### src/rtl/pwm_tb_pkg.sv
package pwm_tb_pkg;
  typedef enum logic [1:0] {
    MODE_UP   = 2'd0,
    MODE_DOWN = 2'd1,
    MODE_UPDN = 2'd2,
    MODE_HOLD = 2'd3
  } tb_mode_e;

  typedef struct packed {
    tb_mode_e   mode;
    logic [2:0] coarse;
    logic [2:0] fine;
    logic       imm;
  } tb_ctl_t;
endpackage

### src/rtl/pwm_tb_prescaler.sv
module pwm_tb_prescaler #(
  parameter int SEL_W = 3
) (
  input  logic             clk_i,
  input  logic             rst_ni,
  input  logic             run_i,
  input  logic [SEL_W-1:0] coarse_i,
  input  logic [SEL_W-1:0] fine_i,
  output logic             tick_o
);
  localparam int C1_W = (1 << SEL_W) - 1;
  localparam int C2_W = SEL_W + 1;

  logic [C1_W-1:0] c1_q, c1_d, lim1;
  logic [C2_W-1:0] c2_q, c2_d, lim2;
  logic            t1;

  always_comb begin
    lim1   = {C1_W{1'b1}} >> (C1_W - int'(coarse_i));
    lim2   = (fine_i == '0) ? '0 : ({fine_i, 1'b0} - C2_W'(1));
    t1     = (c1_q >= lim1);
    tick_o = run_i && t1 && (c2_q >= lim2);
    if (!run_i) begin
      c1_d = '0;
      c2_d = '0;
    end else begin
      c1_d = t1 ? '0 : c1_q + C1_W'(1);
      if (tick_o)  c2_d = '0;
      else if (t1) c2_d = c2_q + C2_W'(1);
      else         c2_d = c2_q;
    end
  end

  always_ff @(posedge clk_i or negedge rst_ni) begin
    if (!rst_ni) begin
      c1_q <= '0;
      c2_q <= '0;
    end else begin
      c1_q <= c1_d;
      c2_q <= c2_d;
    end
  end
endmodule

### src/rtl/pwm_tb_period.sv
module pwm_tb_period #(
  parameter int          CNT_W   = 16,
  parameter logic [15:0] PRD_RST = 16'hFFFF
) (
  input  logic             clk_i,
  input  logic             rst_ni,
  input  logic             we_i,
  input  logic [CNT_W-1:0] data_i,
  input  logic             imm_i,
  input  logic             zero_ld_i,
  output logic [CNT_W-1:0] act_o
);
  logic [CNT_W-1:0] shd_q, shd_d, act_q, act_d;

  always_comb begin
    shd_d = we_i ? data_i : shd_q;
    if (we_i && imm_i) act_d = data_i;
    else if (zero_ld_i) act_d = shd_q;
    else                act_d = act_q;
  end

  always_ff @(posedge clk_i or negedge rst_ni) begin
    if (!rst_ni) begin
      shd_q <= CNT_W'(PRD_RST);
      act_q <= CNT_W'(PRD_RST);
    end else begin
      shd_q <= shd_d;
      act_q <= act_d;
    end
  end

  assign act_o = act_q;
endmodule

### src/rtl/pwm_tb_counter.sv
module pwm_tb_counter
  import pwm_tb_pkg::*;
#(
  parameter int CNT_W = 16
) (
  input  logic             clk_i,
  input  logic             rst_ni,
  input  logic             tick_i,
  input  tb_mode_e         mode_i,
  input  logic [CNT_W-1:0] prd_i,
  output logic [CNT_W-1:0] cnt_o,
  output logic             dir_o,
  output logic             zero_evt_o,
  output logic             prd_evt_o,
  output logic             zero_ld_o
);
  logic [CNT_W-1:0] cnt_q, cnt_d;
  logic             dir_q, dir_d, zevt_q, pevt_q, zero_hit, prd_hit;

  always_comb begin
    cnt_d = cnt_q;
    dir_d = dir_q;
    if (tick_i) begin
      unique case (mode_i)
        MODE_UP: begin
          dir_d = 1'b1;
          cnt_d = (cnt_q >= prd_i) ? '0 : cnt_q + CNT_W'(1);
        end
        MODE_DOWN: begin
          dir_d = 1'b0;
          cnt_d = (cnt_q == '0) ? prd_i : cnt_q - CNT_W'(1);
        end
        MODE_UPDN: begin
          if (dir_q) begin
            if (cnt_q >= prd_i) begin
              dir_d = 1'b0;
              cnt_d = (cnt_q == '0) ? '0 : cnt_q - CNT_W'(1);
            end else begin
              cnt_d = cnt_q + CNT_W'(1);
            end
          end else begin
            if (cnt_q == '0) begin
              dir_d = 1'b1;
              cnt_d = (prd_i == '0) ? '0 : CNT_W'(1);
            end else begin
              cnt_d = cnt_q - CNT_W'(1);
            end
          end
        end
        default: ;
      endcase
    end
    zero_hit = tick_i && (cnt_d == '0);
    prd_hit  = tick_i && (cnt_d == prd_i);
  end

  always_ff @(posedge clk_i or negedge rst_ni) begin
    if (!rst_ni) begin
      cnt_q  <= '0;
      dir_q  <= 1'b1;
      zevt_q <= 1'b0;
      pevt_q <= 1'b0;
    end else begin
      cnt_q  <= cnt_d;
      dir_q  <= dir_d;
      zevt_q <= zero_hit;
      pevt_q <= prd_hit;
    end
  end

  assign cnt_o      = cnt_q;
  assign dir_o      = dir_q;
  assign zero_evt_o = zevt_q;
  assign prd_evt_o  = pevt_q;
  assign zero_ld_o  = zero_hit;
endmodule

### src/rtl/pwm_timebase.sv
module pwm_timebase
  import pwm_tb_pkg::*;
#(
  parameter int          CNT_W   = 16,
  parameter int          SEL_W   = 3,
  parameter logic [15:0] PRD_RST = 16'hFFFF
) (
  input  logic             clk_i,
  input  logic             rst_ni,
  input  logic             ctl_we_i,
  input  logic [1:0]       ctl_mode_i,
  input  logic [SEL_W-1:0] ctl_coarse_i,
  input  logic [SEL_W-1:0] ctl_fine_i,
  input  logic             ctl_imm_i,
  input  logic             per_we_i,
  input  logic [CNT_W-1:0] per_data_i,
  output logic [CNT_W-1:0] cnt_o,
  output logic             dir_up_o,
  output logic             zero_evt_o,
  output logic             prd_evt_o
);
  logic [1:0]       mode_q, mode_d;
  logic [SEL_W-1:0] coarse_q, coarse_d, fine_q, fine_d;
  logic             imm_q, imm_d;
  logic             presc_tick, zero_ld, run;
  logic [CNT_W-1:0] prd_act;
  tb_mode_e         cur_mode;

  always_comb begin
    mode_d   = ctl_we_i ? ctl_mode_i   : mode_q;
    coarse_d = ctl_we_i ? ctl_coarse_i : coarse_q;
    fine_d   = ctl_we_i ? ctl_fine_i   : fine_q;
    imm_d    = ctl_we_i ? ctl_imm_i    : imm_q;
  end

  always_ff @(posedge clk_i or negedge rst_ni) begin
    if (!rst_ni) begin
      mode_q   <= 2'(MODE_HOLD);
      coarse_q <= '0;
      fine_q   <= '0;
      imm_q    <= 1'b0;
    end else begin
      mode_q   <= mode_d;
      coarse_q <= coarse_d;
      fine_q   <= fine_d;
      imm_q    <= imm_d;
    end
  end

  assign cur_mode = tb_mode_e'(mode_q);
  assign run      = (cur_mode != MODE_HOLD);

  pwm_tb_prescaler #(.SEL_W(SEL_W)) u_presc (
    .clk_i    (clk_i),
    .rst_ni   (rst_ni),
    .run_i    (run),
    .coarse_i (coarse_q),
    .fine_i   (fine_q),
    .tick_o   (presc_tick)
  );

  pwm_tb_period #(.CNT_W(CNT_W), .PRD_RST(PRD_RST)) u_period (
    .clk_i     (clk_i),
    .rst_ni    (rst_ni),
    .we_i      (per_we_i),
    .data_i    (per_data_i),
    .imm_i     (imm_q),
    .zero_ld_i (zero_ld),
    .act_o     (prd_act)
  );

  pwm_tb_counter #(.CNT_W(CNT_W)) u_cnt (
    .clk_i      (clk_i),
    .rst_ni     (rst_ni),
    .tick_i     (presc_tick),
    .mode_i     (cur_mode),
    .prd_i      (prd_act),
    .cnt_o      (cnt_o),
    .dir_o      (dir_up_o),
    .zero_evt_o (zero_evt_o),
    .prd_evt_o  (prd_evt_o),
    .zero_ld_o  (zero_ld)
  );
endmodule

### config.mk
export PLATFORM = sky130hd
export DESIGN_NAME = pwm_timebase
export DESIGN_NICKNAME = d
export VERILOG_FILES = /design/src/rtl/pwm_tb_pkg.sv /design/src/rtl/pwm_tb_prescaler.sv /design/src/rtl/pwm_tb_period.sv /design/src/rtl/pwm_tb_counter.sv /design/src/rtl/pwm_timebase.sv
export SDC_FILE = /design/constraint.sdc
export NUM_CORES = 1
export LEC_CHECK = 0
export BUFFER_PORTS_ARGS = -buffer_cell sky130_fd_sc_hd__buf_4
export CAP_MARGIN = 20
export CORE_UTILIZATION = 40
export DETAILED_ROUTE_END_ITERATION = 7
export PLACE_DENSITY = 0.63
export SYNTH_ARGS = -nofsm -noshare
export SYNTH_HDL_FRONTEND = slang
export SYNTH_SLANG_ARGS = --single-unit
### constraint.sdc
create_clock -name clk_i -period 7.8 [get_ports clk_i]
set_input_delay 0.39 -clock clk_i [delete_from_list [all_inputs] [get_ports clk_i]]
set_output_delay 0.39 -clock clk_i [all_outputs]
set_load 0.01 [all_outputs]
Word-level counts from Yosys, hierarchy flattened. Index checks and enable logic that the tools add are counted.

Add/sub/neg operators: 6. $lt $le $gt $ge: 3. Eq/ne operators: 5. Shifts and indexed selects: 1. Mux-type cells: 21. Reduce and logical (&&, ||, !) cells: 13.

Operator list (count): $mux 16 (9); $logic_not 16->1 (3); $pmux 16 s3 (1); $shr 7x32->7 const A (1); $add 16x1->16 const B (1); $eq 16x16->1 (1); $ge 16x16->1 (1); $mux 4 (4); $sub 16x1->16 const B (1); $mux 7 (2); $add 7x1->7 const B (1); $ge 7x7->1 (1); $logic_and 1x1->1 (5); $add 4x1->4 const B (1); $ge 4x4->1 (1); $mux 1 (4); $sub 3x3->4 const A (1); $sub 4x1->4 const B (1); $logic_not 3->1 (1); $ne 3x3->1 const B (1); $pmux 1 s3 (1); $reduce_bool 3->1 (1); $eq 2x1->1 const B (1); $eq 2x2->1 const B (1); other kinds (4) (4).

Register bits after elaboration: 71. Bits of input ports: 29.

Depth between registers and ports, before layout. Gate-level depths: netlist (run 1).

Depth in word-level cells: 10. Depth in mapped cells: 20. Mapped depth without buffers: 15.

Hierarchy. From an unflattened synthesis (run 1), not the netlist that was laid out.

Cell total of the unflattened synthesis: 647. Area, all modules: 5739.3 um^2.

By module, submodules not included: pwm_tb_counter (instances 1, cells each 424, area an instance 2992.9 um^2, sequential area each 476.7 um^2); pwm_tb_period (instances 1, cells each 106, area an instance 1488.9 um^2, sequential area each 840.8 um^2); pwm_tb_prescaler (instances 1, cells each 97, area an instance 879.6 um^2, sequential area each 275.3 um^2); pwm_timebase (instances 1, cells each 20, area an instance 377.9 um^2, sequential area each 227.7 um^2).

Worst setup path after synthesis (run 1). No wires, ideal clock.

Kind: flip-flop to flip-flop. From: reg fine_q[0]. To: reg u_period.act_q[0] (netlist: u_period.act_o[0]). Setup time: 81 ps. Arrival: 3919 ps. Path slack: 3800 ps. Cell stages (with the launch flop): 20. Cell sequence: dfrtp_1 -> or2_2 -> inv_1 -> ha_1 -> or2_2 -> ha_1 -> o21ai_0 -> a211o_1 -> clkbuf_1 -> or2_1 -> buf_2 -> buf_2 -> a211o_1 -> o32a_4 -> nand4b_4 -> or4_4 -> buf_6 -> buf_6 -> o21ai_1 -> a21oi_1.

Cells in the longest elaborated chain, start to end: 8.

Ends and longest elaborated chain: from (decl) (RTL line pwm_timebase.sv:23) `logic [SEL_W-1:0] coarse_q, coarse_d, fine_q, fine_d;`; from (signal assigned) (RTL line pwm_timebase.sv:45) `fine_q <= fine_d;`; $sub 4x1->4 or $logic_not 3->1 (tied branches) (RTL line pwm_tb_prescaler.sv:20) `lim2 = (fine_i == '0) ? '0 : ({fine_i, 1'b0} - C2_W'(1));`; $mux 4 * (RTL line pwm_tb_prescaler.sv:20); $ge 4x4->1 * (RTL line pwm_tb_prescaler.sv:22) `tick_o = run_i && t1 && (c2_q >= lim2);`; $logic_and 1x1->1 * (RTL line pwm_tb_prescaler.sv:22); $mux 16 * (RTL line pwm_tb_counter.sv:23) `if (tick_i) begin`; net u_cnt.cnt_d[9] (RTL line pwm_tb_counter.sv:17) `logic [CNT_W-1:0] cnt_q, cnt_d;`; $logic_not 16->1 * (RTL line pwm_tb_counter.sv:53) `zero_hit = tick_i && (cnt_d == '0);`; $logic_and 1x1->1 * (RTL line pwm_tb_counter.sv:53); $reduce_bool 2->1 (no line) *; to (signal assigned) (RTL line pwm_tb_period.sv:25) `act_q <= CNT_W'(PRD_RST);`; to (signal assigned) (RTL line pwm_tb_period.sv:28) `act_q <= act_d;`; to (decl) (RTL line pwm_tb_period.sv:13) `logic [CNT_W-1:0] shd_q, shd_d, act_q, act_d;`.

The timed path passes the listed nets; every way through them passes the cells marked *. A chain may end at the register's enable or synchronous reset.

Worst setup path after layout (run 1).
From: reg coarse_q[2]. To: reg u_period.act_q[5] (netlist: u_period.act_o[5]).

Cells in the longest elaborated chain, start to end: 9.

Ends and longest elaborated chain: from (decl) (RTL line pwm_timebase.sv:23); from (signal assigned) (RTL line pwm_timebase.sv:44) `coarse_q <= coarse_d;`; $sub 3x3->4 * (RTL line pwm_tb_prescaler.sv:19) `lim1 = {C1_W{1'b1}} >> (C1_W - int'(coarse_i));`; $shr 7x32->7 * (RTL line pwm_tb_prescaler.sv:19); $ge 7x7->1 * (RTL line pwm_tb_prescaler.sv:21) `t1 = (c1_q >= lim1);`; $logic_and 1x1->1 * (2 in series) (RTL line pwm_tb_prescaler.sv:22); $mux 16 (RTL line pwm_tb_counter.sv:23); $logic_not 16->1 (RTL line pwm_tb_counter.sv:53); $logic_and 1x1->1 * (RTL line pwm_tb_counter.sv:53); $reduce_bool 2->1 (no line) *.

Mark *: on every way between the ends. The rest lies on a longest branch, timed or not.

==> impl_metrics.env, run 1 <==
export IMPL_status="finished clean"
export IMPL_chipWidth_um=119
export IMPL_r2r_end="u_period.act_o[5]$_DFFE_PN1P_"
export IMPL_slew_limit_headroom=0.317
export IMPL_finalClockSkew_ns=0.00802
export IMPL_num_antenna_cells=0
export IMPL_path_max_fanout=20
export IMPL_r2r_slack_ns=2.74
export IMPL_cts_path_max_buffers=2
export IMPL_drive_above_1_share=0.207
export IMPL_r2r_cells=12
export IMPL_worst_slew_pin_slew_ns=1.01
export IMPL_top_level_ports=48
export IMPL_start_kind="flop"
export IMPL_finalSetupViolCount=0
export IMPL_grt_max_degree=72
export IMPL_ctsHoldBuffers=0
export IMPL_rsz0062_at_grt="no"
export IMPL_die_area_um2=14100
export IMPL_p_leak_nw=2.58
export IMPL_numCtsBuffers=9
export IMPL_root_buffer="clkbuf_16"
export IMPL_syn_nets=695
export IMPL_wirelength_mm=16.1
export IMPL_syn_mean_instance_area_um2=8.66
export IMPL_hp_class="input port to async pin"
export IMPL_num_vias=5082
export IMPL_slowest_stage="or2_1"
export IMPL_fp_dieH_um=119
export IMPL_crit_chain="or3_1 -> ha_1 -> nor2b_1 -> o21ai_0 -> a22oi_1 -> or2_1 -> nor3_1 -> a221oi_1 -> nor4bb_1 -> or4b_1 -> o21ai_0 -> a21oi_1"
export IMPL_synth_edff_count=0
export IMPL_grt_pass1_wl_mm=26.6
export IMPL_fin_crit_sh=0.648
export IMPL_num_nets_final=715
export IMPL_cp_endpoint="u_period.act_o[5]$_DFFE_PN1P_"
export IMPL_drcViolationCount=0
export IMPL_drv_slew=0
export IMPL_ys_warn_count=0
export IMPL_synth_async_reset_ratio=1.00
export IMPL_gp_congestion=0.973
export IMPL_coreArea_um2=13300
export IMPL_fill_cells=1287
export IMPL_grt_pass1_vias=5163
export IMPL_drtAntennaViolNets=0
export IMPL_area_delta_synth_final_pct=12.3
export IMPL_clk_pin_slew_ns=0.06
export IMPL_portBuffers=47
export IMPL_yosysSeqAreaShare=0.333
export IMPL_cts_tree="done"
export IMPL_ys_types=74
export IMPL_wl_per_cell_um=19.4
export IMPL_critPathKind="flop to flop"
export IMPL_placed_cells=817
export IMPL_crit_start="coarse_q[2]$_DFFE_PN0P_"
export IMPL_critical_path_max_stage_delay_ns=0.76
export IMPL_dp_slack_ns=2.92
export IMPL_stdcell_count=833
export IMPL_max_freq_mhz=198
export IMPL_start_util=0.411
export IMPL_rows=42
export IMPL_critPathRequiredTime_ns=8.05
export IMPL_netlist_area_um2=5470
export IMPL_maxCapViolCount=0
export IMPL_layout_commonest_cell="nor2_1"
export IMPL_hold_viol=0
export IMPL_place_area_um2=5840
export IMPL_ys_ff_latch=71
export IMPL_synthFlopType="dfrtp_1"
export IMPL_cts_max_level=3
export IMPL_mostFrequentLayoutCells="54 x nor2_1, 50 x buf_4, 47 x nand2_1, 39 x a21oi_1, 38 x inv_1"
export IMPL_setup_ws_ns=2.74
export IMPL_firstDrtPassIters=6
export IMPL_cts_setup_buffers=0
export IMPL_overflow=0
export IMPL_path_common_cell="o21ai_0"
export IMPL_finalSetupTns_ns=0
export IMPL_cts_resized=0
export IMPL_power_density_nw_per_um2=282
export IMPL_drt_vias_per_instance=6.10
export IMPL_min_period_ns=5.06
export IMPL_clk_latency_ns=0.34
export IMPL_syn_inst=632
export IMPL_ir_drop_mv=0.225
export IMPL_worstReg2RegStart="coarse_q[2]$_DFFE_PN0P_"
export IMPL_cts_sinks=71
export IMPL_hpwl_mm=11.8
export IMPL_worst_setup_path_end_kind="flop"
export IMPL_drtIter0Drc=458
export IMPL_antenna_found_initial=0
export IMPL_grt_use_total=0.240
export IMPL_cp_arrival_ns=5.31
export IMPL_finalInstanceArea_um2=6140
==> registers in the layout, indices dropped and copies added, names as in the netlist <==
register          flops
u_cnt.dir_o           1
u_presc.c1_q          7
u_period.act_o       16
imm_q                 1
u_period.shd_q       16
cur_mode              2
u_cnt.prd_evt_o       1
coarse_q              3
u_cnt.cnt_o          16
u_presc.c2_q          4
fine_q                3
u_cnt.zero_evt_o      1
==> where the power goes <==
part           leakage [nW]  internal, mW  switching (mW)
Combinational          1.63         0.294           0.408
Sequential            0.813         0.460           0.161
Clock                 0.144         0.252           0.155
==> layout make-up <==
class	instances	area (um2)	area share
Multi-Input combinational cell	482	3290	0.535
Tap cell	176	220	0.0359
Clock inverter	2	12.5	0.00204
Inverter	38	143	0.0232
Timing Repair Buffer	50	375	0.0611
Sequential cell	71	1820	0.296
Clock buffer	14	285	0.0464
==> metal layers <==
| layer | GRT usage | wire length, um |
|---|---|---|
| met1 | 0.314 | 6730 |
| met2 | 0.373 | 7280 |
| met5 | 0 | 0 |
| met4 | 0.132 | 715 |
| met3 | 0.0431 | 1420 |
==> worst min path at each step <==
| stage | startpoint | endpoint | slack, ns | cells after the start |
|---|---|---|---|---|
| final | rst_ni | u_cnt.zero_evt_o$_DFF_PN0_ | 0.18 | 1 |
| after CTS | rst_ni | u_cnt.zero_evt_o$_DFF_PN0_ | 0.22 | 1 |
| after floorplan | rst_ni | coarse_q[0]$_DFFE_PN0P_ | 0.09 | 0 |
| after detailed placement | u_presc.c1_q[0]$_DFF_PN0_ | u_presc.c1_q[0]$_DFF_PN0_ | 0.48 | 1 |
| after global placement | u_presc.c1_q[0]$_DFF_PN0_ | u_presc.c1_q[0]$_DFF_PN0_ | 0.47 | 1 |
| after global routing | rst_ni | u_cnt.zero_evt_o$_DFF_PN0_ | 0.27 | 1 |
==> Yosys cell counts (9+ instances only) <==
cell	count	share of area
a21oi_1	39	0.036
a31oi_1	23	0.026
buf_2	9	0.0082
clkbuf_1	21	0.014
dfrtp_1	36	0.16
dfstp_2	35	0.17
ha_1	34	0.078
inv_1	38	0.026
mux2_2	22	0.045
nand2_1	47	0.032
nand3_1	21	0.019
nand4_1	11	0.013
nor2_1	54	0.037
nor3_1	19	0.017
nor4_1	16	0.018
o21ai_0	29	0.027
o21ai_1	11	0.010
or3_1	12	0.014
xnor2_1	25	0.040
xor2_1	9	0.014
==> cells by family (layout without fill, tap and decap cells) <==
kind of cell / after synthesis / in the layout / synth area share
and+or+nand+nor: 232 / 232 / 0.229
AOI/OAI and AO/OA: 153 / 153 / 0.181
buffers and inverters: 79 / 104 / 0.0666
DFF: 71 / 71 / 0.333
adders and majority gates: 34 / 34 / 0.0778
xor gates and xnor gates: 34 / 34 / 0.0544
muxes: 29 / 29 / 0.0581
==> stage by stage <==
step	hold WS [ns]	total power, mW	util
after floorplan	0.0944	1.08	-
after global placement	0.474	1.29	0.440
after detailed placement	0.476	1.31	0.440
after CTS	0.218	1.72	0.462
after global routing	0.265	1.84	0.462
final	0.184	1.73	0.462
==> worst max-delay path: cells and delay by family, from the launching register on <==
family | cells | cell delay, ns
adder cells (fa/ha/maj) | 1 | 0.28
AO/OA/AOI/OAI | 5 | 1.69
AND/OR/NAND/NOR | 6 | 2.55
flip-flops | 1 | 0.44
Note: power is estimated with default switching activity, not from simulation.
==> inputs of run 2 (changes only) <==
--- a/config.mk
+++ b/config.mk
@@ -9,7 +9,7 @@
 export CAP_MARGIN = 20
 export CORE_UTILIZATION = 40
 export DETAILED_ROUTE_END_ITERATION = 7
-export PLACE_DENSITY = 0.63
+export PLACE_DENSITY = 0.65
 export SYNTH_ARGS = -nofsm -noshare
 export SYNTH_HDL_FRONTEND = slang
 export SYNTH_SLANG_ARGS = --single-unit
==> constraint.sdc (replaced) <==
create_clock -name clk_i -period 4.12 [get_ports clk_i]
set_input_delay 0.206 -clock clk_i [delete_from_list [all_inputs] [get_ports clk_i]]
set_output_delay 0.206 -clock clk_i [all_outputs]
set_load 0.01 [all_outputs]
==> run 2 against run 1 <==
The run now ends with negative hold slack left. Core utilization up 4.9 points. Cell count up 7.4%. Non-clock buffer count up 61. Cell area up 11%. Flip-flop and latch count unchanged. Power up 110%. First-iteration DRC count down 3.3%. Combinational power rose to 2.6 times the previous value. Sequential power up 67%. Wire length up 7.0%. Critical endpoint is now u_period.act_o[7]$_DFFE_PN1P_. Highest routed layer unchanged.
==> impl_metrics.env, run 2 (same netlist as run 1, synthesis figures left out) <==
export IMPL_status="finished, violations left"
export IMPL_failed_checks="negative hold slack"
export IMPL_fp_dieH_um=119
export IMPL_drt_vias_per_instance=5.97
export IMPL_top_level_ports=48
export IMPL_swShare=0.419
export IMPL_setup_ws_ns=0.106
export IMPL_grt_pass1_wl_mm=27.3
export IMPL_worst_setup_path_end_kind="flop"
export IMPL_antenna_found_initial=0
export IMPL_gp_congestion=1.10
export IMPL_pwr_share_seq=0.289
export IMPL_intPower_mw=2.08
export IMPL_finalSetupTns_ns=0
export IMPL_r2r_end="u_period.act_o[7]$_DFFE_PN1P_"
export IMPL_critPathRequiredTime_ns=4.37
export IMPL_cts_path_max_buffers=2
export IMPL_portBuffers=47
export IMPL_grt_pass1_vias=5319
export IMPL_final_util=0.511
export IMPL_combPwrFrac=0.512
export IMPL_finalSetupViolCount=0
export IMPL_ir_drop_mv=0.293
export IMPL_worst_slew_pin_slew_ns=0.882
export IMPL_min_period_ns=4.01
export IMPL_layout_commonest_cell="buf_4"
export IMPL_timing_hold_ws_ns=-0.00689
export IMPL_cts_sinks=71
export IMPL_drive_above_1_share=0.317
export IMPL_path_max_fanout=16
export IMPL_p_clk_frac=0.199
export IMPL_worstReg2RegStart="u_period.act_o[14]$_DFFE_PN1P_"
export IMPL_grt_use_total=0.245
export IMPL_clk_pin_slew_ns=0.06
export IMPL_critPathKind="flop to flop"
export IMPL_area_sequential_um2=1820
export IMPL_r2r_slack_ns=0.11
export IMPL_ctsHoldBuffers=0
export IMPL_firstDrtPassIters=5
export IMPL_drtIter0Drc=443
export IMPL_crit_buf_inv=3
export IMPL_overflow=0
export IMPL_dp_slack_ns=-0.0172
export IMPL_fill_cells=1244
export IMPL_critical_path_max_stage_delay_ns=0.53
export IMPL_die_area_um2=14100
export IMPL_cts_max_level=3
export IMPL_hold_viol=8
export IMPL_p_switching_mw=1.50
export IMPL_slowest_stage="dfstp_2"
export IMPL_crit_chain="inv_1 -> ha_1 -> o21ai_0 -> nor2_2 -> a2111o_1 -> or3_4 -> buf_4 -> o2111a_1 -> a311o_1 -> nor4bb_4 -> or4b_4 -> buf_12 -> o21ai_1 -> a21oi_1"
export IMPL_fin_crit_sh=0.974
export IMPL_rows=42
export IMPL_slew_limit_headroom=0.412
export IMPL_clk_latency_ns=0.33
export IMPL_num_antenna_cells=0
export IMPL_max_freq_mhz=249
export IMPL_hp_class="input port to async pin"
export IMPL_r2r_cells=14
export IMPL_crit_family="compound AO/OA/AOI/OAI gates"
export IMPL_stdcell_count=895
export IMPL_p_leak_nw=2.91
export IMPL_maxCapViolCount=0
export IMPL_start_util=0.411
export IMPL_wirelength_mm=17.3
export IMPL_power_density_nw_per_um2=527
export IMPL_wl_per_cell_um=19.3
export IMPL_mostFrequentLayoutCells="107 x buf_4, 52 x nor2_1, 47 x nand2_1, 37 x inv_1, 37 x a21oi_1"
export IMPL_drcViolationCount=0
export IMPL_cts_tree="done"
export IMPL_area_delta_synth_final_pct=24.2
export IMPL_coreArea_um2=13300
export IMPL_num_vias=5344
export IMPL_chipWidth_um=119
export IMPL_root_buffer="clkbuf_16"
export IMPL_drtAntennaViolNets=0
export IMPL_numCtsBuffers=9
export IMPL_num_nets_final=777
export IMPL_grt_max_degree=72
export IMPL_drv_slew=0
export IMPL_hpwl_mm=13.0
export IMPL_finalClockSkew_ns=0.00758
export IMPL_placed_cells=874
export IMPL_start_kind="flop"
export IMPL_cp_arrival_ns=4.27
export IMPL_multi_input_area_um2=3460
## run 2: cell type report
type / count / area share
inverter: 38 / 0.0210
multi-input combinational: 483 / 0.510
sequential: 71 / 0.268
timing repair buffer: 111 / 0.129
tap: 176 / 0.0324
clock inverter: 6 / 0.00515
clock buffer: 10 / 0.0352
## run 2: worst register-to-register path: stages, from the launching register on
cell,delay (ns)
dfstp_2,0.53
inv_1,0.06
ha_1,0.29
o21ai_0,0.21
nor2_2,0.10
a2111o_1,0.44
or3_4,0.36
buf_4,0.18
o2111a_1,0.16
a311o_1,0.39
nor4bb_4,0.32
or4b_4,0.52
buf_12,0.17
o21ai_1,0.16
a21oi_1,0.08
## run 2: what timing repair did
item / 4_1_cts / 5_1_grt
pin swaps: 1 / 10
endpoints found under the setup margin: 5 / 18
resized for setup: 5 / 46
buffers inserted: 0 / 3
cloned: 0 / 2
## run 2: power groups by stage
stage / logic, mW / clock network [mW] / registers (mW)
after global placement: 1.63 / 0 / 1.03
after floorplan: 1.02 / 0 / 1.03
after detailed placement: 1.66 / 0 / 1.04
final: 1.83 / 0.713 / 1.04
after global routing: 1.97 / 0.755 / 1.05
after CTS: 1.69 / 0.722 / 1.03
## run 2: worst max-delay path by stage
stage	start	slack (ns)	cells after the start	end
final	u_period.act_o[14]$_DFFE_PN1P_	0.11	14	u_period.act_o[7]$_DFFE_PN1P_
after global routing	u_period.act_o[15]$_DFFE_PN1P_	-0.05	14	u_period.act_o[12]$_DFFE_PN1P_
after CTS	u_period.act_o[11]$_DFFE_PN1P_	0.02	13	u_period.act_o[5]$_DFFE_PN1P_
after detailed placement	u_cnt.cnt_o[0]$_DFF_PN0_	-0.02	14	u_period.act_o[6]$_DFFE_PN1P_
after global placement	u_period.act_o[15]$_DFFE_PN1P_	0.08	14	u_period.act_o[9]$_DFFE_PN1P_
after floorplan	fine_q[0]$_DFFE_PN0P_	0.12	19	u_period.act_o[0]$_DFFE_PN1P_
## run 2: per-stage QoR
stage	instance area (um2)	total power, mW
floorplan	5470	2.04
global placement	6300	2.66
detailed placement	6300	2.70
CTS	6600	3.44
global route	6800	3.78
finish	6800	3.58
## run 2: metal layers
| metal | wire, um | vias to the layer above | GRT usage |
|---|---|---|---|
| met1 | 7620 | 2546 | 0.321 |
| met3 | 1020 | 62 | 0.0359 |
| met5 | 0 | - | 0 |
| li1 | - | 2481 | - |
| met4 | 650 | 0 | 0.125 |
| met2 | 7980 | 255 | 0.392 |
==> inputs of run 3 (changes only) <==
--- a/config.mk
+++ b/config.mk
@@ -7,9 +7,9 @@
 export LEC_CHECK = 0
 export BUFFER_PORTS_ARGS = -buffer_cell sky130_fd_sc_hd__buf_4
 export CAP_MARGIN = 20
+export CORE_MARGIN = 2
 export CORE_UTILIZATION = 40
 export DETAILED_ROUTE_END_ITERATION = 7
-export PLACE_DENSITY = 0.65
 export SYNTH_ARGS = -nofsm -noshare
 export SYNTH_HDL_FRONTEND = slang
 export SYNTH_SLANG_ARGS = --single-unit
==> run 3 against run 2 <==
The flow now finishes without violations. Worst setup slack got worse by 0.016 ns. First-iteration DRC count increased by 27%. Register-to-register slack got worse by 0.02 ns. Hold slack improved by 0.018 ns. Clock power increased by 3.6%. Cell count increased by 2.5%. Global-route usage increased by 0.25 points. Non-clock buffer count increased by 22. Clock skew decreased by 0.0021 ns. Via count increased by 1.6%. Fmax decreased by 0.40%. Critical path depth unchanged. Largest cell class unchanged.
==> impl_metrics.env, run 3 (same netlist as run 1, synthesis figures left out) <==
export IMPL_status="finished clean"
export IMPL_drtIter0Drc=562
export IMPL_wl_per_cell_um=19.8
export IMPL_fin_crit_sh=0.978
export IMPL_r2r_cells=14
export IMPL_numCtsBuffers=9
export IMPL_finalSetupTns_ns=0
export IMPL_critPathRequiredTime_ns=4.38
export IMPL_root_buffer="clkbuf_16"
export IMPL_finalSetupViolCount=0
export IMPL_placed_cells=885
export IMPL_cp_arrival_ns=4.29
export IMPL_stdcell_count=917
export IMPL_cts_max_level=3
export IMPL_power_mw=3.78
export IMPL_drive_above_1_share=0.358
export IMPL_wirelength_mm=18.1
export IMPL_drtAntennaViolNets=0
export IMPL_start_util=0.411
export IMPL_maxCapViolCount=0
export IMPL_num_vias=5427
export IMPL_rows=42
export IMPL_num_antenna_cells=0
export IMPL_worstReg2RegStart="u_period.act_o[12]$_DFFE_PN1P_"
export IMPL_timing_hold_ws_ns=0.0115
export IMPL_drt_vias_per_instance=5.92
export IMPL_layout_commonest_cell="buf_4"
export IMPL_worst_slew_pin_slew_ns=0.911
export IMPL_max_freq_mhz=248
export IMPL_num_nets_final=799
export IMPL_coreArea_um2=13300
export IMPL_hp_class="input port to async pin"
export IMPL_grt_use_total=0.247
export IMPL_top_level_ports=48
export IMPL_slowest_stage="or4b_4"
export IMPL_grt_max_degree=72
export IMPL_critPathKind="flop to flop"
export IMPL_cts_path_max_buffers=2
export IMPL_ir_drop_mv=0.320
export IMPL_grt_pass1_vias=5309
export IMPL_portBuffers=47
export IMPL_wl_met3_mm=1.13
export IMPL_drv_slew=0
export IMPL_power_density_nw_per_um2=533
export IMPL_chipWidth_um=121
export IMPL_start_kind="flop"
export IMPL_hpwl_mm=13.0
export IMPL_grt_pass1_wl_mm=28.4
export IMPL_wl_met2_mm=8.43
export IMPL_fp_dieH_um=121
export IMPL_path_max_fanout=8
export IMPL_worst_setup_path_end_kind="flop"
export IMPL_firstDrtPassIters=5
export IMPL_area_delta_synth_final_pct=29.8
export IMPL_hold_viol=0
export IMPL_cts_sinks=71
export IMPL_drcViolationCount=0
export IMPL_gp_congestion=0.956
export IMPL_r2r_end="u_period.act_o[1]$_DFFE_PN1P_"
export IMPL_clk_pin_slew_ns=0.05
export IMPL_finalClockSkew_ns=0.00549
export IMPL_wl_met1_mm=7.97
export IMPL_overflow=0
export IMPL_mostFrequentLayoutCells="124 x buf_4, 51 x nor2_1, 47 x nand2_1, 36 x a21oi_1, 36 x dfrtp_1"
export IMPL_clk_latency_ns=0.33
export IMPL_r2r_slack_ns=0.09
export IMPL_die_area_um2=14600
export IMPL_critical_path_max_stage_delay_ns=0.55
export IMPL_crit_chain="inv_1 -> ha_2 -> a211oi_2 -> nor2_2 -> a2111o_1 -> or3_4 -> buf_4 -> o2111a_1 -> a311o_1 -> nor4bb_4 -> or4b_4 -> clkbuf_16 -> o21ai_2 -> a21oi_1"
export IMPL_slew_limit_headroom=0.393
export IMPL_p_leak_nw=3.06
export IMPL_highest_layer="met4"
export IMPL_min_period_ns=4.03
export IMPL_cts_tree="done"
export IMPL_antenna_found_initial=0
## run 3: critical path: cells and delay by family (launching register included)
| family | cells | cell delay, ns |
|---|---|---|
| AO/OA/AOI/OAI | 6 | 1.37 |
| adder cells (fa/ha/maj) | 1 | 0.19 |
| buffers and inverters | 3 | 0.43 |
| flip-flops | 1 | 0.53 |
| AND/OR/NAND/NOR | 4 | 1.43 |
## run 3: worst max path at each step
stage | depth (start not counted) | to | start | slack [ns]
floorplan | 19 | u_period.act_o[0]$_DFFE_PN1P_ | fine_q[0]$_DFFE_PN0P_ | 0.12
global placement | 14 | u_period.act_o[0]$_DFFE_PN1P_ | u_cnt.cnt_o[0]$_DFF_PN0_ | -0.06
detailed placement | 14 | u_period.act_o[5]$_DFFE_PN1P_ | u_period.act_o[11]$_DFFE_PN1P_ | -0.06
CTS | 15 | u_cnt.prd_evt_o$_DFF_PN0_ | fine_q[0]$_DFFE_PN0P_ | 0.01
global route | 14 | u_period.act_o[1]$_DFFE_PN1P_ | u_period.act_o[9]$_DFFE_PN1P_ | -0.04
finish | 14 | u_period.act_o[1]$_DFFE_PN1P_ | u_period.act_o[12]$_DFFE_PN1P_ | 0.09
## run 3: metal layers
layer | GRT usage | vias up
met5 | 0 | -
met4 | 0.105 | 0
met3 | 0.0324 | 43
met2 | 0.388 | 227
met1 | 0.342 | 2630
li1 | - | 2527
## run 3: power breakdown
part	switching [mW]	internal [mW]	leakage (nW)
Sequential	0.147	0.874	0.813
Combinational	1.11	0.907	2.10
Clock	0.284	0.455	0.142
Total	1.55	2.24	3.06
## run 3: timing repair
action / in CTS / in global routing
cloned: 0 / 3
buffers inserted: 0 / 13
gates resized for setup: 4 / 64
pin swaps: 0 / 19
hold buffers: 0 / 0
endpoints found under the setup margin: 16 / 17
## run 3: per-stage QoR
step           setup slack (ns)  instance area, um2  utilization
3_3_place_gp            -0.0560                6380        0.480
4_1_cts                  0.0122                6690        0.503
3_5_place_dp            -0.0616                6380        0.480
6_report                 0.0898                7100        0.534
2_1_floorplan             0.120                5470            -
5_1_grt                 -0.0396                7100        0.534
## run 3: final cells by class
| class | count | area [um2] |
|---|---|---|
| multi-input cells | 483 | 3540 |
| clock inverters | 3 | 17.5 |
| fillers | 1208 | 6200 |
| well taps | 176 | 220 |
| repair buffers | 133 | 1090 |
| flip-flops and latches | 71 | 1820 |
| clock buffers | 13 | 270 |
| inverters | 38 | 143 |
